**src/rtl/intc_pkg.sv**
```systemverilog
package intc_pkg;
  localparam int BUS_W = 32;

  typedef enum logic [1:0] {
    SENSE_RISE = 2'd0,
    SENSE_FALL = 2'd1,
    SENSE_HIGH = 2'd2,
    SENSE_LOW  = 2'd3
  } sense_e;

  typedef enum logic [2:0] {
    SEL_STATUS = 3'd0,
    SEL_PEND   = 3'd1,
    SEL_ENABLE = 3'd2,
    SEL_ACK    = 3'd3,
    SEL_SETEN  = 3'd4,
    SEL_CLREN  = 3'd5,
    SEL_VECTOR = 3'd6,
    SEL_MASTER = 3'd7
  } regSel_e;

  typedef struct packed {
    logic    wrEnable;
    logic    wrSet;
    logic    wrClear;
    logic    wrAck;
    logic    wrMaster;
    regSel_e rdSel;
  } ctrlStrobes_t;
endpackage

```
**src/rtl/intc_ctrl.sv**
```systemverilog
module intc_ctrl
  import intc_pkg::*;
#(
  parameter int ADDR_W = 5
) (
  input  logic [ADDR_W-1:0] busAddr,
  input  logic              busWr,
  output ctrlStrobes_t      strobes
);
  localparam int IDX_LO = 2;
  localparam int IDX_HI = 4;

  logic    inRange;
  logic    aligned;
  logic    wrOk;
  regSel_e sel;

  assign inRange = (busAddr >> (IDX_HI + 1)) == '0;
  assign aligned = busAddr[IDX_LO-1:0] == '0;
  assign sel     = regSel_e'(busAddr[IDX_HI:IDX_LO]);
  assign wrOk    = busWr & inRange & aligned;

  always_comb begin
    strobes          = '0;
    // out-of-range reads are steered to a register that reads as zero
    strobes.rdSel    = inRange ? sel : SEL_ACK;
    strobes.wrEnable = wrOk && (sel == SEL_ENABLE);
    strobes.wrSet    = wrOk && (sel == SEL_SETEN);
    strobes.wrClear  = wrOk && (sel == SEL_CLREN);
    strobes.wrAck    = wrOk && (sel == SEL_ACK);
    strobes.wrMaster = wrOk && (sel == SEL_MASTER);
  end
endmodule

```
**src/rtl/intc_dpath.sv**
```systemverilog
module intc_dpath
  import intc_pkg::*;
#(
  parameter int               N         = 32,
  parameter logic [2*N-1:0]   SENSE_MAP = {(N/4){8'hE4}}
) (
  input  logic             clk,
  input  logic             rstN,
  input  logic [N-1:0]     irqSrc,
  input  logic [BUS_W-1:0] busWdata,
  input  ctrlStrobes_t     strobes,
  output logic [BUS_W-1:0] busRdata,
  output logic             irqOut,
  output logic [N-1:0]     statusQ,
  output logic [N-1:0]     enableQ,
  output logic [N-1:0]     pendingQ,
  output logic [BUS_W-1:0] vectorQ
);
  localparam logic [BUS_W-1:0] NO_VECTOR = '1;

  logic [N-1:0] prevQ;
  logic [N-1:0] hit;
  logic [N-1:0] isEdge;
  logic [N-1:0] wmask;
  logic [N-1:0] ackMask;
  logic [1:0]   masterQ;

  assign wmask   = busWdata[N-1:0];
  assign ackMask = strobes.wrAck ? wmask : '0;

  for (genvar gi = 0; gi < N; gi++) begin : g_src
    localparam logic [1:0] MODE = SENSE_MAP[2*gi +: 2];
    if (MODE == SENSE_RISE) begin : g_rise
      assign hit[gi]    = irqSrc[gi] & ~prevQ[gi];
      assign isEdge[gi] = 1'b1;
    end else if (MODE == SENSE_FALL) begin : g_fall
      assign hit[gi]    = ~irqSrc[gi] & prevQ[gi];
      assign isEdge[gi] = 1'b1;
    end else if (MODE == SENSE_HIGH) begin : g_high
      assign hit[gi]    = irqSrc[gi];
      assign isEdge[gi] = 1'b0;
    end else begin : g_low
      assign hit[gi]    = ~irqSrc[gi];
      assign isEdge[gi] = 1'b0;
    end
  end

  always_ff @(posedge clk) begin
    if (!rstN) begin
      prevQ   <= '0;
      statusQ <= '0;
      enableQ <= '0;
      masterQ <= '0;
    end else begin
      prevQ   <= irqSrc;
      // a fresh edge beats its own acknowledge; a level must drop for one cycle
      statusQ <= (statusQ & ~ackMask) | (hit & isEdge) | (hit & ~isEdge & ~ackMask);
      if (strobes.wrEnable)     enableQ <= wmask;
      else if (strobes.wrSet)   enableQ <= enableQ | wmask;
      else if (strobes.wrClear) enableQ <= enableQ & ~wmask;
      if (strobes.wrMaster)     masterQ <= busWdata[1:0];
    end
  end

  assign pendingQ = statusQ & enableQ;

  always_comb begin
    vectorQ = NO_VECTOR;
    for (int i = N - 1; i >= 0; i--) begin
      if (pendingQ[i]) vectorQ = BUS_W'(i);
    end
  end

  assign irqOut = (masterQ == 2'b11) && (|pendingQ);

  always_comb begin
    unique case (strobes.rdSel)
      SEL_STATUS: busRdata = BUS_W'(statusQ);
      SEL_PEND:   busRdata = BUS_W'(pendingQ);
      SEL_ENABLE: busRdata = BUS_W'(enableQ);
      SEL_VECTOR: busRdata = vectorQ;
      SEL_MASTER: busRdata = BUS_W'(masterQ);
      default:    busRdata = '0;
    endcase
  end
endmodule

```
**src/rtl/intc_top.sv**
```systemverilog
module intc_top
  import intc_pkg::*;
#(
  parameter int             N         = 32,
  parameter int             ADDR_W    = 5,
  parameter logic [2*N-1:0] SENSE_MAP = {(N/4){8'hE4}}
) (
  input  logic              clk,
  input  logic              rstN,
  input  logic [N-1:0]      irqSrc,
  input  logic [ADDR_W-1:0] busAddr,
  input  logic              busWr,
  input  logic [31:0]       busWdata,
  output logic [31:0]       busRdata,
  output logic              irqOut
);
  ctrlStrobes_t     strobes;
  logic [N-1:0]     statusQ;
  logic [N-1:0]     enableQ;
  logic [N-1:0]     pendingQ;
  logic [BUS_W-1:0] vectorQ;

  intc_ctrl #(.ADDR_W(ADDR_W)) u_ctrl (
    .busAddr (busAddr),
    .busWr   (busWr),
    .strobes (strobes)
  );

  intc_dpath #(.N(N), .SENSE_MAP(SENSE_MAP)) u_dpath (
    .clk      (clk),
    .rstN     (rstN),
    .irqSrc   (irqSrc),
    .busWdata (busWdata),
    .strobes  (strobes),
    .busRdata (busRdata),
    .irqOut   (irqOut),
    .statusQ  (statusQ),
    .enableQ  (enableQ),
    .pendingQ (pendingQ),
    .vectorQ  (vectorQ)
  );
endmodule

```
**config.mk**
```make
export PLATFORM = sky130hd
export DESIGN_NAME = intc_top
export DESIGN_NICKNAME = d
export VERILOG_FILES = /design/src/rtl/intc_pkg.sv /design/src/rtl/intc_ctrl.sv /design/src/rtl/intc_dpath.sv /design/src/rtl/intc_top.sv
export SDC_FILE = /design/constraint.sdc
export NUM_CORES = 1
export LEC_CHECK = 0
export BUFFER_PORTS_ARGS = -buffer_cell sky130_fd_sc_hd__buf_2
export CORE_MARGIN = 1.5
export CORE_UTILIZATION = 45
export DETAILED_ROUTE_END_ITERATION = 7
export GPL_TIMING_DRIVEN = 0
export PLACE_DENSITY = 0.77
export SYNTH_ARGS = -nofsm -noshare
export SYNTH_HDL_FRONTEND = slang
export SYNTH_SLANG_ARGS = --single-unit
```
**constraint.sdc**
```tcl
create_clock -name clk -period 2.6 [get_ports clk]
set_input_delay 0.13 -clock clk [delete_from_list [all_inputs] [get_ports clk]]
set_output_delay 0.13 -clock clk [all_outputs]
set_load 0.02 [all_outputs]
```
**Yosys cells after proc, flatten, opt, wreduce, memory -nomap -nowiden**

Cells that the tools add are included.

- Bits in registers: 96
- Input port bits: 72

- Equality and inequality tests: 8
- Muxes and demuxes: 37
- Bitwise logic cells: 50
- Reduce and logical (&&, ||, !) cells: 10

Operator list:

| cell | count |
|---|---|
| $mux 32 | 36 |
| $pmux 32 s5 | 1 |
| $and 32x32->32 | 4 |
| $not 32->32 | 2 |
| $or 32x32->32 | 2 |
| $or 32x30->32 | 1 |
| $reduce_or 32->1 | 1 |
| $not 1->1 | 24 |
| $and 1x1->1 | 17 |
| $eq 3x3->1 const B | 4 |
| $eq 3x2->1 const B | 2 |
| $logic_and 1x1->1 | 6 |
| $eq 3x1->1 const B | 1 |
| $logic_not 3->1 | 1 |
| $reduce_bool 3->1 | 1 |
| $eq 2x2->1 const B | 1 |
| $logic_not 2->1 | 1 |

**Depth between registers and ports, before layout**

- Word-level depth: 34
- Mapped depth: 7
- Depth with buffers taken out: 5

**Hierarchy**

From an unflattened synthesis, not the netlist that was laid out.

- Cell total of the unflattened synthesis: 608
- Area, all modules: 4642.0 um2

By module, submodules not included:

| module | instances | cells each | area each (um2) |
|---|---|---|---|
| intc_dpath | 1 | 595 | 4564.4 |
| intc_ctrl | 1 | 13 | 77.6 |

**Least setup slack after synthesis**

No wires, ideal clock.

- Kind: register -> output
- Start: register u_dpath.statusQ[9]
- End: output port busRdata[2]
- Arrival time: 1.458 ns
- Required time: 2.470 ns
- Slack: 1.012 ns
- Cell stages (with the launch flop): 6
- Buffers on the path: 0
- Cells stage by stage: dfxtp_1 a22o_1 or2_1 a311oi_1 nor3_1 o22ai_1

- Word-level cells in the longest chain between the ends: 12

Ends and longest elaborated chain:

| what | line | text |
|---|---|---|
| start, declared | intc_dpath.sv:14 | `output logic [N-1:0] statusQ,` |
| start signal, assigned | intc_dpath.sv:57 | `statusQ <= (statusQ & ~ackMask) \| (hit & isEdge) \| (hit & ~isEdge & ~ackMask);` |
| $and 32x32->32 | intc_dpath.sv:65 | `assign pendingQ = statusQ & enableQ;` |
| $mux 32 (10 in series) | intc_dpath.sv:70 | `if (pendingQ[i]) vectorQ = BUS_W'(i);` |
| $pmux 32 s5 | intc_dpath.sv:77 | `unique case (strobes.rdSel)` |
| end, declared | intc_top.sv:14 | `output logic [31:0] busRdata,` |

Every way passes these cells.

**Final worst setup path**

- Start: register u_dpath.statusQ[13]
- End: output port busRdata[14]

- Word-level cells in the longest chain between the ends: 16

Ends and longest elaborated chain:

| what | line |
|---|---|
| $and 32x32->32 | intc_dpath.sv:65 |
| $mux 32 (14 in series) | intc_dpath.sv:70 |
| $pmux 32 s5 | intc_dpath.sv:77 |

Every way passes these cells.

==> results.md <==
* Status: finished clean
* H-tree depth at 3
* Mean Syn Cell Area at 8.334 sq um
* Worst-Skew Late Latency at 360 ps
* Boundary Pins at 105
* Critical path required time at approximately 2500 ps
* Antenna diodes at 0
* Switching part of the total at 28.27%
* Top cell type's share of synthesized area at 35.88%
* Worst Path Max Fanout at 10
* Routed WL at about 15000 microns
* Vias at about 4900
* IO buf count at 104
* Seq pwr share at 47.7%
* Synthesized Nets at 621
* Overflow after GRT at 0
* Slew @ Worst Pin at between 800 and 900 ps
* Cell Rows at 36
* Synth Register Bits at 82
* Most frequent cell after synthesis: dfxtp_1
* Net switching power at 0.8104 mW
* Crit-path cells: a22oi_1 > and3_1 > and3_1 > nand4_4 > buf_6 > o21ai_2 > buf_2
* Tcrit/Tclk final at 93.46%
* Worst setup SP type: register
* Post-synthesis instance total at between 500 and 600
* Maximum buffer depth of the clock tree at 2
* Root Buffer: clkbuf_8
* Initial antenna violation count at 0
* PwrDens at 488.6 nW/um^2
* Largest net degree at the start of global routing at 14
* Clock share of power at around 36%
* Cell taking the most area after synthesis: dfxtp_1
* Seq/Total Area, Yosys at 35.88%
* Post-synth ARST share at 0%
* TritonCTS clock tree: built
* P_int at roughly 2.1 mW
* Hold WC Path Type: input pin to register
* Full die area at 10780 sq um
* Most used cell, CP: and3_1
* Final setup vio count at 0
* Top post-synthesis cells by area: dfxtp_1, a22oi_2, o21ai_0
* DRT Pass-1 Iters at 5
* DRC violations left at 0
* Clk slew on worst S/H paths at 80 ps
* Max rail drop VDD at 0.3858 mV
* Power, Total at 2.867 mW
* Post-synth EDFFs at 0
* Fin Clk Skew at 3.331 ps
* Slowest-stage cell, CP: dfxtp_1
* Max-cap violations at 0
* Vias in the first global route at 4700
* RSZ-0062 raised after global routing: false
* Area Growth Syn to Fin at 28.25%
* Share of cells above drive strength 1 at 31.44%
* Starting density of the core at a little under half
* Static Leakage at about 2.3 nW
* Maximum clock rate at between 400 and 500 MHz
* DP HPWL at ~11000 microns
* Avg Vias per Cell at 5.846
* Setup Fix Bufs, Post-CTS at 0
* Overall die height at ~100 microns
* Max stage delay on crit path at about 360 ps
* Top_reg_cell synth: dfxtp_1
* Initial DRC count at 352
* Antenna Nets Post-Route at 0
* Final min period at 2430 ps
* Wire per inst at 18.16 microns
* Core outline area at 9819 sq um
* First-pass GRT wire length at roughly 24000 microns
* Share of total power in combinational logic at approximately 17%
* Max-slew violation count at 0
* Setup_tns at 0 ps
* GPL Wtd Cong at 0.9275
* Rel. slew slack at 40.63%
* Unique cell type count in the Yosys netlist at 49
* Nets at 773
* Final hold violations at 0
* GRT Total Usage at 28.54%
* Post-synth top cells: dfxtp_1, o21ai_0, a22oi_1
* Synthesized area at ~4600 sq um
* Die span in x at 103.8 microns
* CP Capture Type: primary output
* Data arrival time of the critical path at between 2000 and 2500 ps
* Kind of critical path: register to primary output
* Clk sinks at 82
* Inserted Clock Buffers at 9
* Yosys warning total at 0
==> cells in the final DEF, fill, tap and decap left out, types with 5 or more instances in the layout <==
cell type      instances
nor2_2                29
and2_1                17
a22o_1                 6
o21ai_1               12
nor2_1                24
nand2_1               42
nand3_1                5
a22oi_2               32
a22oi_1               41
a221oi_1               8
buf_2                113
nor2b_1               19
clkbuf_1              23
o21ai_0               70
o21ai_2               20
a21oi_1               31
clkbuf_8              13
inv_1                 31
dfxtp_1               82
dlygate4sd3_1         37
==> power by group through the flow <==
stage	clock (mW)	combinational, mW	sequential (mW)
floorplan	0	0.254	1.37
global placement	0	0.417	1.39
detailed placement	0	0.428	1.39
CTS	1.02	0.473	1.36
global route	1.09	0.521	1.37
finish	1.02	0.480	1.37
==> cell type report <==
type / instances / area, sq um
multi-input cells: 398 / 2604
well taps: 133 / 166.4
fillers: 892 / 3951
clock inverters: 3 / 45.04
plain buffers: 38 / 225.2
clock buffers: 13 / 178.9
inverters: 31 / 116.4
repair buffers: 141 / 890.9
flip-flops and latches: 82 / 1642
==> metal layers <==
layer | track usage, % | share of wire (%) | up-vias
met1 | 37.69 | 43 | 2336
met4 | 10.42 | 2.5 | 0
met3 | 4.909 | 7.0 | 30
li1 | - | - | 2306
met2 | 46.69 | 47 | 233
met5 | 0 | 0 | -
==> worst paths after layout <==
path | start | end | slack, ps | depth (start not counted)
worst max-delay path | u_dpath.statusQ[13]$_SDFF_PN0_ | busRdata[14] | 170 | 7
worst min-delay path | busWdata[23] | u_dpath.statusQ[23]$_SDFF_PN0_ | 6 | 2
worst max register to register | u_dpath.statusQ[11]$_SDFF_PN0_ | u_dpath.statusQ[11]$_SDFF_PN0_ | 1140 | 3
worst min register to register | u_dpath.prevQ[12]$_SDFF_PN0_ | u_dpath.statusQ[12]$_SDFF_PN0_ | 540 | 3
==> critical path, delay by kind of cell, from the launching register on <==
| kind | cells | cell delay (ps) |
|---|---|---|
| AO/OA/AOI/OAI | 2 | 400 |
| buffers and inverters | 2 | 420 |
| flip-flops | 1 | 360 |
| AND/OR/NAND/NOR | 3 | 750 |
==> logic make-up after synthesis <==
kind of cell,share of synthesized area [%]
compound gates,38.15
simple gates,18.07
flops,35.88
buf+inv,7.465
mux,0.4375
==> what timing repair did <==
action                     4_1_cts  5_1_grt
resized for setup                0        3
hold endpoints to repair        32        0
hold buffers                    37        0
setup endpoints to repair        0       21
==> metrics by stage <==
step / hold WS (ps) / area (sq um) / util (%) / instances / setup slack [ps]
after floorplan: 219.4 / 4576 / - / 549 / 1012
after global placement: 333.6 / 5263 / 53.59 / 786 / 560.8
after detailed placement: 339.7 / 5263 / 53.59 / 786 / 526.6
after CTS: 4.343 / 5857 / 59.65 / 839 / 133.5
after global routing: 7.694 / 5868 / 59.76 / 839 / 0.7196
final: 6.390 / 5868 / 59.76 / 839 / 170.1
No activity file was read; power rests on OpenSTA's default activity.
